==> src/rtl/isc_pkg.sv <==
package isc_pkg;
  localparam int unsigned REG_ENABLE = 0;
  localparam int unsigned REG_STATUS = 1;
  localparam int unsigned SYNC_DEPTH = 2;
endpackage

==> src/rtl/isc_edge_sync.sv <==
module isc_edge_sync #(
  parameter int unsigned NUM_SRC = 6,
  parameter int unsigned STAGES  = 2
) (
  input  logic               clk,
  input  logic               rst,
  input  logic [NUM_SRC-1:0] src_in,
  output logic [NUM_SRC-1:0] rise
);
  localparam int unsigned LAST = STAGES - 1;

  logic [NUM_SRC-1:0] prev_q;

  for (genvar g = 0; g < NUM_SRC; g++) begin : g_src
    logic [STAGES-1:0] chain_q;

    always_ff @(posedge clk) begin
      if (rst) begin
        chain_q <= '0;
        prev_q[g] <= 1'b0;
      end else begin
        chain_q <= {chain_q[STAGES-2:0], src_in[g]};
        prev_q[g] <= chain_q[LAST];
      end
    end

    assign rise[g] = chain_q[LAST] & ~prev_q[g];

    // a detected edge lasts a single cycle
    p_rise_single_r2: assert property (@(posedge clk) disable iff (rst)
      rise[g] |=> !rise[g]);
  end
endmodule

==> src/rtl/isc_regs.sv <==
module isc_regs
  import isc_pkg::*;
#(
  parameter int unsigned NUM_SRC = 6,
  parameter int unsigned DATA_W  = 8,
  parameter int unsigned ADDR_W  = 2
) (
  input  logic               clk,
  input  logic               rst,
  input  logic               bus_wr,
  input  logic               bus_rd,
  input  logic [ADDR_W-1:0]  bus_addr,
  input  logic [DATA_W-1:0]  bus_wdata,
  input  logic [NUM_SRC-1:0] status,
  output logic [NUM_SRC-1:0] en_q,
  output logic [NUM_SRC-1:0] en_nxt,
  output logic [DATA_W-1:0]  bus_rdata
);
  localparam logic [ADDR_W-1:0] A_EN = ADDR_W'(REG_ENABLE);
  localparam logic [ADDR_W-1:0] A_ST = ADDR_W'(REG_STATUS);

  logic              en_wr;
  logic [DATA_W-1:0] rd_word;

  assign en_wr  = bus_wr && (bus_addr == A_EN);
  assign en_nxt = en_wr ? bus_wdata[NUM_SRC-1:0] : en_q;

  always_comb begin
    rd_word = '0;
    if (bus_addr == A_EN)      rd_word[NUM_SRC-1:0] = en_q;
    else if (bus_addr == A_ST) rd_word[NUM_SRC-1:0] = status;
  end

  always_ff @(posedge clk) begin
    if (rst) begin
      en_q      <= '0;
      bus_rdata <= '0;
    end else begin
      en_q <= en_nxt;
      if (bus_rd) bus_rdata <= rd_word;
    end
  end

  if (DATA_W > NUM_SRC) begin : g_upper
    // bits above the source field never read back as one
    p_rdata_upper_zero_r8: assert property (@(posedge clk) disable iff (rst)
      bus_rdata[DATA_W-1:NUM_SRC] == '0);
  end

  // read data only moves on a read strobe
  p_rdata_hold_r8: assert property (@(posedge clk) disable iff (rst)
    !bus_rd |=> $stable(bus_rdata));
endmodule

==> src/rtl/isc_status.sv <==
module isc_status #(
  parameter int unsigned NUM_SRC = 6
) (
  input  logic               clk,
  input  logic               rst,
  input  logic [NUM_SRC-1:0] rise,
  input  logic [NUM_SRC-1:0] en_q,
  input  logic [NUM_SRC-1:0] en_nxt,
  output logic [NUM_SRC-1:0] status_q
);
  logic [NUM_SRC-1:0] status_nxt;

  // disable has priority: anything not enabled next cycle is dropped
  assign status_nxt = (status_q | (rise & en_q)) & en_nxt;

  always_ff @(posedge clk) begin
    if (rst) status_q <= '0;
    else     status_q <= status_nxt;
  end

  // no status bit survives without its enable
  p_status_masked_r7: assert property (@(posedge clk) disable iff (rst)
    (status_q & ~en_q) == '0);

  // a bit can only appear for a source enabled in the prior cycle
  p_new_bit_enabled_r3: assert property (@(posedge clk) disable iff (rst)
    ((status_q & ~$past(status_q) & ~$past(en_q)) == '0));
endmodule

==> src/rtl/isc_irq.sv <==
module isc_irq #(
  parameter int unsigned NUM_SRC = 6
) (
  input  logic               clk,
  input  logic               rst,
  input  logic [NUM_SRC-1:0] status,
  output logic               irq_pulse,
  output logic               irq_pending
);
  logic any_set;
  logic any_set_q;

  assign any_set = |status;

  always_ff @(posedge clk) begin
    if (rst) begin
      any_set_q   <= 1'b0;
      irq_pulse   <= 1'b0;
      irq_pending <= 1'b0;
    end else begin
      any_set_q   <= any_set;
      irq_pulse   <= any_set & ~any_set_q;
      irq_pending <= any_set & (irq_pending | ~any_set_q);
    end
  end

  // the request is a single-cycle pulse
  p_pulse_single_r4: assert property (@(posedge clk) disable iff (rst)
    irq_pulse |=> !irq_pulse);

  // a status word leaving zero is followed by a pulse
  p_pulse_on_rise_r4: assert property (@(posedge clk) disable iff (rst)
    $rose(any_set) |=> irq_pulse);

  // nothing fires while an interrupt is outstanding
  p_no_refire_r5: assert property (@(posedge clk) disable iff (rst)
    irq_pending |=> !irq_pulse);

  // the pending flag drops once the word is zero
  p_pending_drop_r6: assert property (@(posedge clk) disable iff (rst)
    !any_set |=> !irq_pending);
endmodule

==> src/rtl/irq_latch_ctrl.sv <==
module irq_latch_ctrl
  import isc_pkg::*;
#(
  parameter int unsigned NUM_SRC = 6,
  parameter int unsigned DATA_W  = 8,
  parameter int unsigned ADDR_W  = 2
) (
  input  logic               clk,
  input  logic               rst,
  input  logic [NUM_SRC-1:0] src_in,
  input  logic               bus_wr,
  input  logic               bus_rd,
  input  logic [ADDR_W-1:0]  bus_addr,
  input  logic [DATA_W-1:0]  bus_wdata,
  output logic [DATA_W-1:0]  bus_rdata,
  output logic               irq_pulse,
  output logic               irq_pending
);
  logic [NUM_SRC-1:0] rise;
  logic [NUM_SRC-1:0] en_q;
  logic [NUM_SRC-1:0] en_nxt;
  logic [NUM_SRC-1:0] status_q;

  isc_edge_sync #(.NUM_SRC(NUM_SRC), .STAGES(SYNC_DEPTH)) u_sync (
    .clk(clk), .rst(rst), .src_in(src_in), .rise(rise)
  );

  isc_regs #(.NUM_SRC(NUM_SRC), .DATA_W(DATA_W), .ADDR_W(ADDR_W)) u_regs (
    .clk(clk), .rst(rst), .bus_wr(bus_wr), .bus_rd(bus_rd),
    .bus_addr(bus_addr), .bus_wdata(bus_wdata), .status(status_q),
    .en_q(en_q), .en_nxt(en_nxt), .bus_rdata(bus_rdata)
  );

  isc_status #(.NUM_SRC(NUM_SRC)) u_status (
    .clk(clk), .rst(rst), .rise(rise), .en_q(en_q), .en_nxt(en_nxt),
    .status_q(status_q)
  );

  isc_irq #(.NUM_SRC(NUM_SRC)) u_irq (
    .clk(clk), .rst(rst), .status(status_q),
    .irq_pulse(irq_pulse), .irq_pending(irq_pending)
  );
endmodule

==> config.mk <==
export PLATFORM = sky130hd
export DESIGN_NAME = irq_latch_ctrl
export DESIGN_NICKNAME = d
export VERILOG_FILES = /design/src/rtl/isc_pkg.sv /design/src/rtl/isc_edge_sync.sv /design/src/rtl/isc_regs.sv /design/src/rtl/isc_status.sv /design/src/rtl/isc_irq.sv /design/src/rtl/irq_latch_ctrl.sv
export SDC_FILE = /design/constraint.sdc
export NUM_CORES = 1
export LEC_CHECK = 0
export ABC_CLOCK_PERIOD_IN_PS = 1200
export BUFFER_PORTS_ARGS = -buffer_cell sky130_fd_sc_hd__buf_2
export CORE_MARGIN = 3
export CORE_UTILIZATION = 51
export CTS_CLUSTER_DIAMETER = 40
export DETAILED_ROUTE_END_ITERATION = 16
export PLACE_DENSITY = 0.75
export SLEW_MARGIN = 20
export SYNTH_ARGS = -nofsm -noshare
export SYNTH_HDL_FRONTEND = slang
export SYNTH_SLANG_ARGS = --single-unit
export TNS_END_PERCENT = 1
==> constraint.sdc <==
create_clock -name clk -period 1.2 [get_ports clk]
set_input_delay 0.12 -clock clk [delete_from_list [all_inputs] [get_ports clk]]
set_output_delay 0.12 -clock clk [all_outputs]
set_load 0.005 [all_outputs]
=== Word level (Yosys, flattened, before mapping) ===
Index checks and enable logic that the tools add are counted.
Widths: inputs -> output; s select.

* Logic and storage cells: 44
* Bits in registers: 39
* Bits of input ports: 20
* Output and inout bits: 10

* Equal/unequal tests: 1
* Bitwise operators: 19
* Reductions and logical operators: 3
* Muxes and demuxes: 3

{| class="wikitable"
|+ Operators by type and width
! cell !! number
|-
| $mux 6 || 3
|-
| $and 6x6->6 || 2
|-
| $and 1x1->1 || 8
|-
| $not 1->1 || 7
|-
| $or 6x6->6 || 1
|-
| $reduce_or 6->1 || 1
|-
| $eq 2x1->1 const B || 1
|-
| $logic_not 2->1 || 1
|-
| $logic_and 1x1->1 || 1
|-
| $or 1x1->1 || 1
|}

=== Depth between registers and ports, before layout ===
Gate-level depths: netlist of the first run.

* Depth in word-level cells: 5
* Gate-level depth with buffers: 4
* Gate-level depth less buffers: 3

=== Modules after synthesis ===
From an unflattened synthesis of the first run, not the netlist that was laid out.

* Cell total of the unflattened synthesis: 128
* Area total of the unflattened synthesis: 1482.7 µm²

{| class="wikitable"
|+ Modules (own cells, without submodules)
! module !! area an instance (µm²) !! seq. area each (µm²) !! cells each !! instances
|-
| isc_regs || 659.4 || 240.2 || 58 || 1
|-
| isc_edge_sync || 526.8 || 360.3 || 43 || 1
|-
| isc_status || 195.2 || 120.1 || 18 || 1
|-
| isc_irq || 101.3 || 60.1 || 9 || 1
|}

=== Worst setup path before layout of the first run ===
OpenSTA, ideal clock, no wires.

* Path type: input to register
* Start: input bus_addr[0]
* End: register u_status.status_q[0]
* Stages: 4
* Slack: 0.155 ns
* Data arrival time: 0.923 ns
* Path buffers: 1
* Data required time: 1.078 ns
* Cells stage by stage: buf_6 nor3b_4 mux2i_1 nor3_2

* Word-level cells in the longest chain between the ends: 4

{| class="wikitable"
|+ Ends and longest elaborated chain
! item !! line !! text
|-
| start, declared || irq_latch_ctrl.sv:13 || <nowiki>input logic [ADDR_W-1:0] bus_addr,</nowiki>
|-
| $logic_not 2->1 || isc_regs.sv:25 || <nowiki>assign en_wr = bus_wr && (bus_addr == A_EN);</nowiki>
|-
| $logic_and 1x1->1 || isc_regs.sv:25 ||
|-
| $mux 6 || isc_regs.sv:26 || <nowiki>assign en_nxt = en_wr ? bus_wdata[NUM_SRC-1:0] : en_q;</nowiki>
|-
| $and 6x6->6 || isc_status.sv:14 || <nowiki>assign status_nxt = (status_q | (rise & en_q)) & en_nxt;</nowiki>
|-
| end signal, assigned || isc_status.sv:18 || <nowiki>else status_q <= status_nxt;</nowiki>
|-
| end, declared || isc_status.sv:9 || <nowiki>output logic [NUM_SRC-1:0] status_q</nowiki>
|}

No other way between the ends.
A chain may end at the register's enable or synchronous reset.

=== Final worst setup path of the first run ===
* Start: register u_status.status_q[4]
* End: register u_irq.irq_pending

* Word-level cells in the longest chain between the ends: 2

{| class="wikitable"
|+ Ends and longest elaborated chain
! item !! line !! text
|-
| $reduce_or 6->1 || isc_irq.sv:13 || <nowiki>assign any_set = |status;</nowiki>
|-
| $and 1x1->1 || isc_irq.sv:23 || <nowiki>irq_pending <= any_set & (irq_pending | ~any_set_q);</nowiki>
|-
| end signal, assigned || isc_irq.sv:23 ||
|-
| end, declared || isc_irq.sv:8 || <nowiki>output logic irq_pending</nowiki>
|}

No other way between the ends.

==> results.py, run 1 <==
metrics = {
    "run_status": {
        "outcome": "complete, no violations",
    },
    "yosys": {
        "synth_top_family_by_area": "simple AND/OR/NAND/NOR gates",
        "yosys.area_share.adder_pct": 0,
        "synth-xor-area-share_pct": 0,
        "synth_cell_types": 18,
        "synth_cells": 128,
        "syn_area_um2": 1360,
        "synthSimpleGateAreaFrac_pct": 21.6,
        "ys_seq_elements": 39,
        "synth-warning-count": 0,
        "avgSynthCellArea_um2": 10.6,
        "synthMuxAreaShare_pct": 9.39,
        "synth_compound_area_share_pct": 5.89,
        "yosysSeqAreaShare_pct": 57.5,
    },
    "min_path": {
        "min_path_type": "input pin to flop",
        "hold_start": "bus_wdata[4]",
        "min_path_cells": 3,
    },
    "floorplanning": {
        "initial_core_util_pct": 54.4,
        "pin_count": 30,
        "coreArea_um2": 2500,
        "rows": 18,
        "die_x_um": 57.6,
        "die-height_um": 57.6,
        "die_area_um2": 3320,
    },
    "routing": {
        "routedWlPerCell_um": 11.6,
        "drtIter0Drc": 19,
        "vias": 920,
        "drcViolationCount": 0,
        "ant_nets": 0,
        "via_per_inst": 4.74,
        "dr.pass1.iters": 4,
        "finalWirelength_um": 2240,
    },
    "cts": {
        "cts_root_buf": "clkbuf_4",
        "post_cts_resized": 0,
        "cts_buffer_depth": 2,
        "cts_htree_levels": 2,
        "cts_tree": "built",
        "clk_pin_slew_ns": 0.11,
        "cts_setup_buffers": 0,
        "clk_latency_ns": 0.34,
        "cts_sinks": 39,
        "cts_buffers": 5,
    },
    "worst_setup_path": {
        "critical_path_peak_fanout": 3,
        "cp-start-kind": "flop",
        "reg2reg_slack_ns": 0.24,
        "end_kind": "flop",
        "required_ns": 1.43,
        "worstSetupPathType": "flop to flop",
        "crit_start": "u_status.status_q[4]",
        "rr_worst_depth": 3,
        "rr_startpoint": "u_status.status_q[4]",
        "worstPathArrival_ns": 1.19,
    },
    "pwr": {
        "powerDensity_nw_per_um2": 1340,
        "ir_drop_mv": 0.885,
        "p_leak_nw": 0.694,
    },
    "sta": {
        "fin_crit_ns": 0.957,
        "rsz0062_at_grt": "no",
        "report.final.setup_viol": 0,
        "fin_skew_ns": 0.00596,
        "hold_viol": 0,
        "fin_crit_sh_pct": 79.7,
        "slew_viol_final": 0,
        "fmax_ghz": 1.05,
        "hold_ws_ns": 0.0559,
        "fin_setup_tns_ns": 0,
    },
    "global_route": {
        "grt_antenna_before_repair": 0,
        "use_met1_pct": 18.7,
        "use_met3_pct": 7.35,
        "use_met2_pct": 25.2,
        "grt_pass1_wl_um": 3970,
        "busiest_layer": "met2",
        "grt-ovfl-total": 0,
        "grt_usage_pct": 16.1,
        "grt_max_degree": 28,
        "grt_pass1_vias": 917,
    },
    "place": {
        "routabilityCongestion": 0.720,
        "dpl_cell_area_um2": 1520,
        "io_buffers": 25,
        "hpwl_um": 1540,
    },
    "final_layout": {
        "diodes": 0,
        "layout-drive-gt1-share_pct": 25.6,
        "design_area_um2": 1650,
        "finalNetCount": 183,
        "area_growth_pct": 21.2,
    },
    "flow_run": {
        "maxCapViolCount": 0,
    },
}
[stage by stage]
step	util, %	power [mW]	setup WS [ns]	cells
after floorplan	-	1.45	0.155	129
after global placement	60.7	1.49	0.132	180
after detailed placement	60.7	1.49	0.0896	180
after CTS	65.9	2.25	0.232	194
after global routing	65.9	2.33	0.157	194
final	65.9	2.21	0.243	194
[cells in the final DEF, fill, tap and decap left out]
master and count:
buf_2 25, nor2b_1 25, buf_4 2, conb_1 2
nor4_1 1, nor2_1 14, nor3_2 6, a21oi_1 7
buf_12 1, dlygate4sd3_1 6, clkbuf_8 2, a31oi_1 6
clkbuf_4 5, clkbuf_1 1, a21o_1 1, mux2i_1 6
inv_1 8, dfxtp_1 39, nor3b_4 1, mux2_1 6
[worst paths after layout]
path / end
max: u_irq.irq_pending
min: u_regs.en_q[4]
max reg2reg: u_irq.irq_pending
min reg2reg: u_irq.irq_pulse
[cell families after synthesis]
kind of cell / Yosys count
AND/OR/NAND/NOR: 47
other: 1
multiplexers: 12
buffers and inverters: 15
AO/OA/AOI/OAI: 14
flip-flops: 39
[worst max-delay path, stage by stage, from the launching register on]
cell	delay (ns)
dfxtp_1	0.35
nor4_1	0.26
a21o_1	0.19
a21oi_1	0.05
[power by group]
group | internal (mW) | total (mW) | switching [mW]
combinational | 0.0743 | 0.140 | 0.0655
clock | 0.345 | 0.735 | 0.390
sequential | 1.33 | 1.34 | 0.0117
total | 1.75 | 2.21 | 0.467
[registers in the layout, summed over array words and instances (netlist names)]
| signal | flops |
|---|---|
| u_irq.any_set_q | 1 |
| u_irq.irq_pending | 1 |
| u_irq.irq_pulse | 1 |
| u_regs.bus_rdata | 6 |
| u_regs.en_q | 6 |
| u_status.status_q | 6 |
| u_sync.g_src.chain_q | 12 |
| u_sync.prev_q | 6 |
[layout make-up]
type,instances,area (um2)
fillers,214,853
inverters,8,30.0
repair buffers,34,220
multi-input cells,75,509
well taps,30,37.5
clock buffers,8,68.8
flip-flops and latches,39,781
[per-layer routing]
| metal | vias up | routed length (um) |
|---|---|---|
| met3 | 7 | 183 |
| met5 | - | 0 |
| met4 | 0 | 50 |
| met1 | 402 | 994 |
| met2 | 30 | 1010 |
| li1 | 481 | - |
[cells in the mapped netlist]
cell type	instances	area [um2]
a31oi_1	6	37.5
mux2_1	6	67.6
a21oi_1	7	35.0
conb_1	1	3.75
buf_4	2	15.0
buf_1	1	3.75
inv_1	8	30.0
nor2b_1	25	156
a21o_1	1	7.51
nor3_2	6	60.1
nor2_1	14	52.6
mux2i_1	6	60.1
dfxtp_1	39	781
buf_2	1	5.00
nor3b_4	1	18.8
nor4_1	1	6.26
clkbuf_1	2	7.51
buf_6	1	11.3
[timing repair]
item,CTS,global route
endpoints found under the setup margin,0,0
hold buffers,6,0
endpoints found under the hold margin,6,0
No activity file was read; power rests on OpenSTA's default activity.
==> run 2, diff against run 1 <==
--- a/config.mk
+++ b/config.mk
@@ -5,7 +5,7 @@
 export SDC_FILE = /design/constraint.sdc
 export NUM_CORES = 1
 export LEC_CHECK = 0
-export ABC_CLOCK_PERIOD_IN_PS = 1200
+export ABC_CLOCK_PERIOD_IN_PS = 900
 export BUFFER_PORTS_ARGS = -buffer_cell sky130_fd_sc_hd__buf_2
 export CORE_MARGIN = 3
 export CORE_UTILIZATION = 51
==> constraint.sdc (replaced) <==
create_clock -name clk -period 0.9 [get_ports clk]
set_input_delay 0.09 -clock clk [delete_from_list [all_inputs] [get_ports clk]]
set_output_delay 0.09 -clock clk [all_outputs]
set_load 0.005 [all_outputs]
==> run 2 against run 1 <==
  * The run now ends with negative setup slack left
  * Largest cell class unchanged
  * Critical path depth is the same
  * Hold slack worse by 0.022 ns
  * Via count increased by 5.1%
  * Utilization increased by 7.1 points
  * Design area grew 11%
  * Cell count increased by 6.2%
  * Setup slack got worse by 0.32 ns
  * Critical endpoint is now u_irq.irq_pulse
  * Clock power up 34%
==> results.py, run 2 (synthesized netlist as in run 1, its figures left out) <==
metrics = {
    "worst_setup_path": {
        "path_delay_family": "flip-flops",
        "path_cells": "nor4_4 -> a21o_1 -> nor2_1",
        "required_ns": 1.14,
        "path_depth": 3,
        "worstPathArrival_ns": 1.21,
        "r2r-end": "u_irq.irq_pulse",
        "end_kind": "flop",
        "slowest_stage": "dfxtp_2",
        "path_buf_inv": 0,
        "rr_worst_depth": 3,
        "cp-start-kind": "flop",
        "reg2reg_slack_ns": -0.07,
        "critical_path_peak_fanout": 3,
        "rr_startpoint": "u_status.status_q[4]",
        "worstSetupPathType": "flop to flop",
        "crit_path_max_incr_delay_ns": 0.36,
    },
    "cts": {
        "cts_setup_buffers": 0,
        "clk_latency_ns": 0.33,
        "clk_pin_slew_ns": 0.11,
        "cts_root_buf": "clkbuf_4",
        "cts_buffers": 5,
        "cts_sinks": 39,
        "cts_htree_levels": 2,
        "cts_buffer_depth": 2,
        "cts_tree": "built",
    },
    "global_route": {
        "grt_usage_pct": 16.1,
        "grt_pass1_vias": 1000,
        "grt_antenna_before_repair": 0,
        "grt_pass1_wl_um": 4020,
        "grt_max_degree": 19,
        "grt-ovfl-total": 0,
    },
    "floorplanning": {
        "initial_core_util_pct": 54.4,
        "die_area_um2": 3320,
        "die-height_um": 57.6,
        "rows": 18,
        "pin_count": 30,
        "die_x_um": 57.6,
        "coreArea_um2": 2500,
    },
    "place": {
        "io_buffers": 25,
        "dpl.cell_count": 192,
        "hpwl_um": 1660,
        "dp_slack_ns": -0.145,
        "dpl_cell_area_um2": 1610,
        "routabilityCongestion": 0.696,
    },
    "final_layout": {
        "layout_common_cells": "dfxtp_1 (27), nor2b_1 (25), buf_2 (23)",
        "diodes": 0,
        "largest_reg_flops": 12,
        "final_util_pct": 73.0,
        "finalNetCount": 195,
        "area_growth_pct": 34.3,
        "largest-register": "u_sync.g_src.chain_q",
        "design_area_um2": 1820,
        "fin_cells": 206,
        "layout_commonest_cell": "dfxtp_1",
        "layout-drive-gt1-share_pct": 43.8,
    },
    "run_status": {
        "outcome": "finished with violations",
        "violations": "negative setup slack",
    },
    "flow_run": {
        "maxCapViolCount": 0,
    },
    "sta": {
        "hold_viol": 0,
        "fmax_ghz": 1.03,
        "worst_slack_ns": -0.0744,
        "fin_skew_ns": 0.00639,
        "fin_crit_sh_pct": 108,
        "fin_crit_ns": 0.974,
        "report.final.setup_viol": 3,
        "slew_viol_final": 0,
        "rsz0062_at_grt": "yes",
    },
    "routing": {
        "vias": 967,
        "routedWlPerCell_um": 11.2,
        "dr.pass1.iters": 3,
        "finalWirelength_um": 2320,
        "via_per_inst": 4.69,
        "drtIter0Drc": 9,
        "drcViolationCount": 0,
        "ant_nets": 0,
    },
    "min_path": {
        "min_path_type": "input pin to flop",
        "worstHoldEndpoint": "u_regs.en_q[5]",
        "min_path_cells": 3,
        "hold_start": "bus_wdata[5]",
    },
    "pwr": {
        "p_leak_nw": 0.780,
        "ir_drop_mv": 1.37,
        "powerDensity_nw_per_um2": 1640,
    },
}
==> run 2: worst min-delay path: stages <==
cell and delay, ns:
buf_2 0.07, mux2i_1 0.09, nor2_1 0.09
==> run 2: how the worst max path moves through the flow <==
stage                    startpoint              endpoint
2_1_floorplan           bus_addr[0]  u_status.status_q[0]
3_3_place_gp            bus_addr[1]  u_status.status_q[3]
3_5_place_dp            bus_addr[1]  u_status.status_q[2]
4_1_cts        u_status.status_q[1]       u_irq.irq_pulse
5_1_grt        u_status.status_q[4]     u_irq.irq_pending
6_report       u_status.status_q[4]       u_irq.irq_pulse
==> run 2: timing repair <==
item,CTS,global route
endpoints found under the setup margin,9,17
resized for setup,10,18
pin swaps,7,2
hold buffers,6,0
endpoints found under the hold margin,6,0
==> run 2: stage by stage <==
step | hold slack (ns) | TNS [ns] | power, mW
floorplan | 0.218 | -1.36 | 1.93
global placement | 0.300 | -1.86 | 2.01
detailed placement | 0.306 | -2.08 | 2.02
CTS | 0.0247 | -0.157 | 3.01
global route | 0.0259 | -0.558 | 3.14
finish | 0.0338 | -0.213 | 2.99
==> run 2: metal layers <==
| layer | track usage (%) | share of wire (%) | up-vias |
|---|---|---|---|
| li1 | - | - | 505 |
| met1 | 17.6 | 43 | 430 |
| met2 | 27.4 | 47 | 26 |
| met3 | 6.90 | 7.2 | 6 |
| met4 | 5.96 | 1.8 | 0 |
| met5 | 0 | 0 | - |
==> run 2: final cells by class <==
type	instances	area [um2]
sequential	39	798
tap	30	37.5
inverter	8	30.0
multi-input combinational	75	567
clock buffer	8	68.8
timing repair buffer	46	323
fill	174	676
==> run 2: power breakdown <==
group	internal (mW)	total, mW	switching, mW
registers	1.77	1.78	0.0157
clock network	0.460	0.982	0.522
logic	0.131	0.229	0.0988
total	2.36	2.99	0.637
==> run 3, diff against run 2 <==
--- a/config.mk
+++ b/config.mk
@@ -12,6 +12,7 @@
 export CTS_CLUSTER_DIAMETER = 40
 export DETAILED_ROUTE_END_ITERATION = 16
 export PLACE_DENSITY = 0.75
+export REMOVE_ABC_BUFFERS = 1
 export SLEW_MARGIN = 20
 export SYNTH_ARGS = -nofsm -noshare
 export SYNTH_HDL_FRONTEND = slang
==> run 3 against run 2 <==
  * The run still ends with negative setup slack left
  * Largest power group unchanged
  * Setup slack improved by 0.025 ns
  * Flip-flop and latch count did not move
  * Wire length rose by 12%
  * Clock power grew 20%
  * Critical endpoint is now u_irq.any_set_q
  * Design area down 0.69%
  * Maximum frequency is 2.6% higher
  * Via count rose by 1.1%
==> results.py, run 3 (synthesized netlist as in run 1, its figures left out) <==
metrics = {
    "global_route": {
        "grt-ovfl-total": 0,
        "grt_antenna_before_repair": 0,
        "grt_max_degree": 17,
        "grt_usage_pct": 17.2,
        "grt_pass1_wl_um": 4260,
        "grt_pass1_vias": 1011,
    },
    "sta": {
        "worst_slack_ns": -0.0495,
        "fin_crit_sh_pct": 106,
        "fin_crit_ns": 0.950,
        "relSlewSlack_pct": 53.1,
        "fmax_ghz": 1.05,
        "hold_viol": 0,
        "worstMarginPinSlew_ns": 0.703,
        "report.final.setup_viol": 5,
        "slew_viol_final": 0,
        "fin_skew_ns": 0.0112,
        "rsz0062_at_grt": "yes",
    },
    "worst_setup_path": {
        "critical_path_peak_fanout": 3,
        "worstPathArrival_ns": 1.18,
        "end_kind": "flop",
        "cp-start-kind": "flop",
        "worstSetupPathType": "flop to flop",
        "path_delay_family": "flip-flops",
        "crit_path_max_incr_delay_ns": 0.36,
        "path_cells": "nor4_4 -> a21o_1 -> inv_1",
        "required_ns": 1.13,
        "slowest_stage": "dfxtp_2",
        "path_buf_inv": 1,
    },
    "routing": {
        "routedWlPerCell_um": 12.7,
        "ant_nets": 0,
        "routed-wl-met3_um": 142,
        "vias": 978,
        "via_per_inst": 4.77,
        "route.met2.wl_um": 1300,
        "top_layer": "met4",
        "dr.pass1.iters": 4,
        "finalWirelength_um": 2600,
        "met1_length_um": 1110,
        "drtIter0Drc": 18,
        "drcViolationCount": 0,
    },
    "pwr": {
        "power_mw": 3.18,
        "ir_drop_mv": 1.68,
        "powerDensity_nw_per_um2": 1760,
        "p_leak_nw": 0.783,
    },
    "flow_run": {
        "maxCapViolCount": 0,
    },
    "final_layout": {
        "layout-drive-gt1-share_pct": 42.9,
        "fillers": 190,
        "finalNetCount": 194,
        "layout_commonest_cell": "dfxtp_1",
        "multi_input_area_um2": 558,
        "register_area_um2": 797,
        "diodes": 0,
        "final_util_pct": 72.5,
        "largest-register": "u_sync.g_src.chain_q",
        "fin_cells": 205,
        "layout_common_cells": "dfxtp_1 (28), nor2b_1 (25), buf_2 (25)",
        "largest_reg_flops": 12,
        "area_growth_pct": 33.3,
    },
    "cts": {
        "cts_buffer_depth": 2,
        "clk_latency_ns": 0.34,
        "clk_pin_slew_ns": 0.11,
        "cts_buffers": 5,
        "cts_tree": "built",
        "cts_sinks": 39,
        "cts_htree_levels": 2,
        "cts_root_buf": "clkbuf_4",
    },
    "floorplanning": {
        "die-height_um": 57.6,
        "pin_count": 30,
        "die_area_um2": 3320,
        "coreArea_um2": 2500,
        "initial_core_util_pct": 54.4,
        "rows": 18,
        "die_x_um": 57.6,
    },
    "run_status": {
        "violations": "negative setup slack",
        "outcome": "finished with violations",
    },
    "min_path": {
        "min_path_type": "input pin to flop",
    },
    "place": {
        "dpl.cell_count": 191,
        "hpwl_um": 1780,
        "io_buffers": 25,
        "routabilityCongestion": 0.764,
        "dp_slack_ns": -0.164,
    },
}
## run 3: worst register-to-register path, cell delays in order (launching register included)
cell,delay [ns]
dfxtp_2,0.36
nor4_4,0.26
a21o_1,0.18
inv_1,0.04
## run 3: what timing repair did
action	4_1_cts	5_1_grt
buffers inserted	0	0
gates resized for setup	13	10
endpoints found under the setup margin	11	14
hold buffers	6	0
pin swaps	7	2
hold endpoints to repair	6	0
## run 3: final timing paths
path | to | cells after the start | slack, ns | startpoint
setup reg to reg | u_irq.any_set_q | 3 | -0.05 | u_status.status_q[4]
setup / recovery | u_irq.any_set_q | 3 | -0.05 | u_status.status_q[4]
hold / removal | u_regs.en_q[5] | 3 | 0.04 | bus_wdata[5]
hold reg to reg | u_irq.irq_pending | 1 | 0.42 | u_irq.any_set_q
## run 3: final cells by class
type	count	share of cell area (%)
inverter	8	1.66
clock buffer	6	2.83
sequential	39	44.0
tap	30	2.07
timing repair buffer	45	16.7
clock inverter	2	1.93
multi-input combinational	75	30.8
## run 3: stage by stage
| stage | area (um2) | setup TNS (ns) | hold WS [ns] |
|---|---|---|---|
| after floorplan | 1320 | -0.0344 | 0.160 |
| after global routing | 1810 | -0.649 | 0.0228 |
| after global placement | 1600 | -1.86 | 0.298 |
| after detailed placement | 1600 | -2.39 | 0.304 |
| final | 1810 | -0.166 | 0.0353 |
| after CTS | 1780 | -0.168 | 0.0217 |
## run 3: per-layer routing
layer / vias up / GRT usage [%]
li1: 504 / -
met4: 0 / 6.95
met5: - / 0
met3: 7 / 7.80
met1: 442 / 18.3
met2: 25 / 29.5
## run 3: power breakdown
group	switching, mW	internal [mW]	total [mW]	leakage [nW]
registers	0.0159	1.76	1.78	0.324
logic	0.103	0.124	0.227	0.411
clock network	0.520	0.656	1.18	0.0482
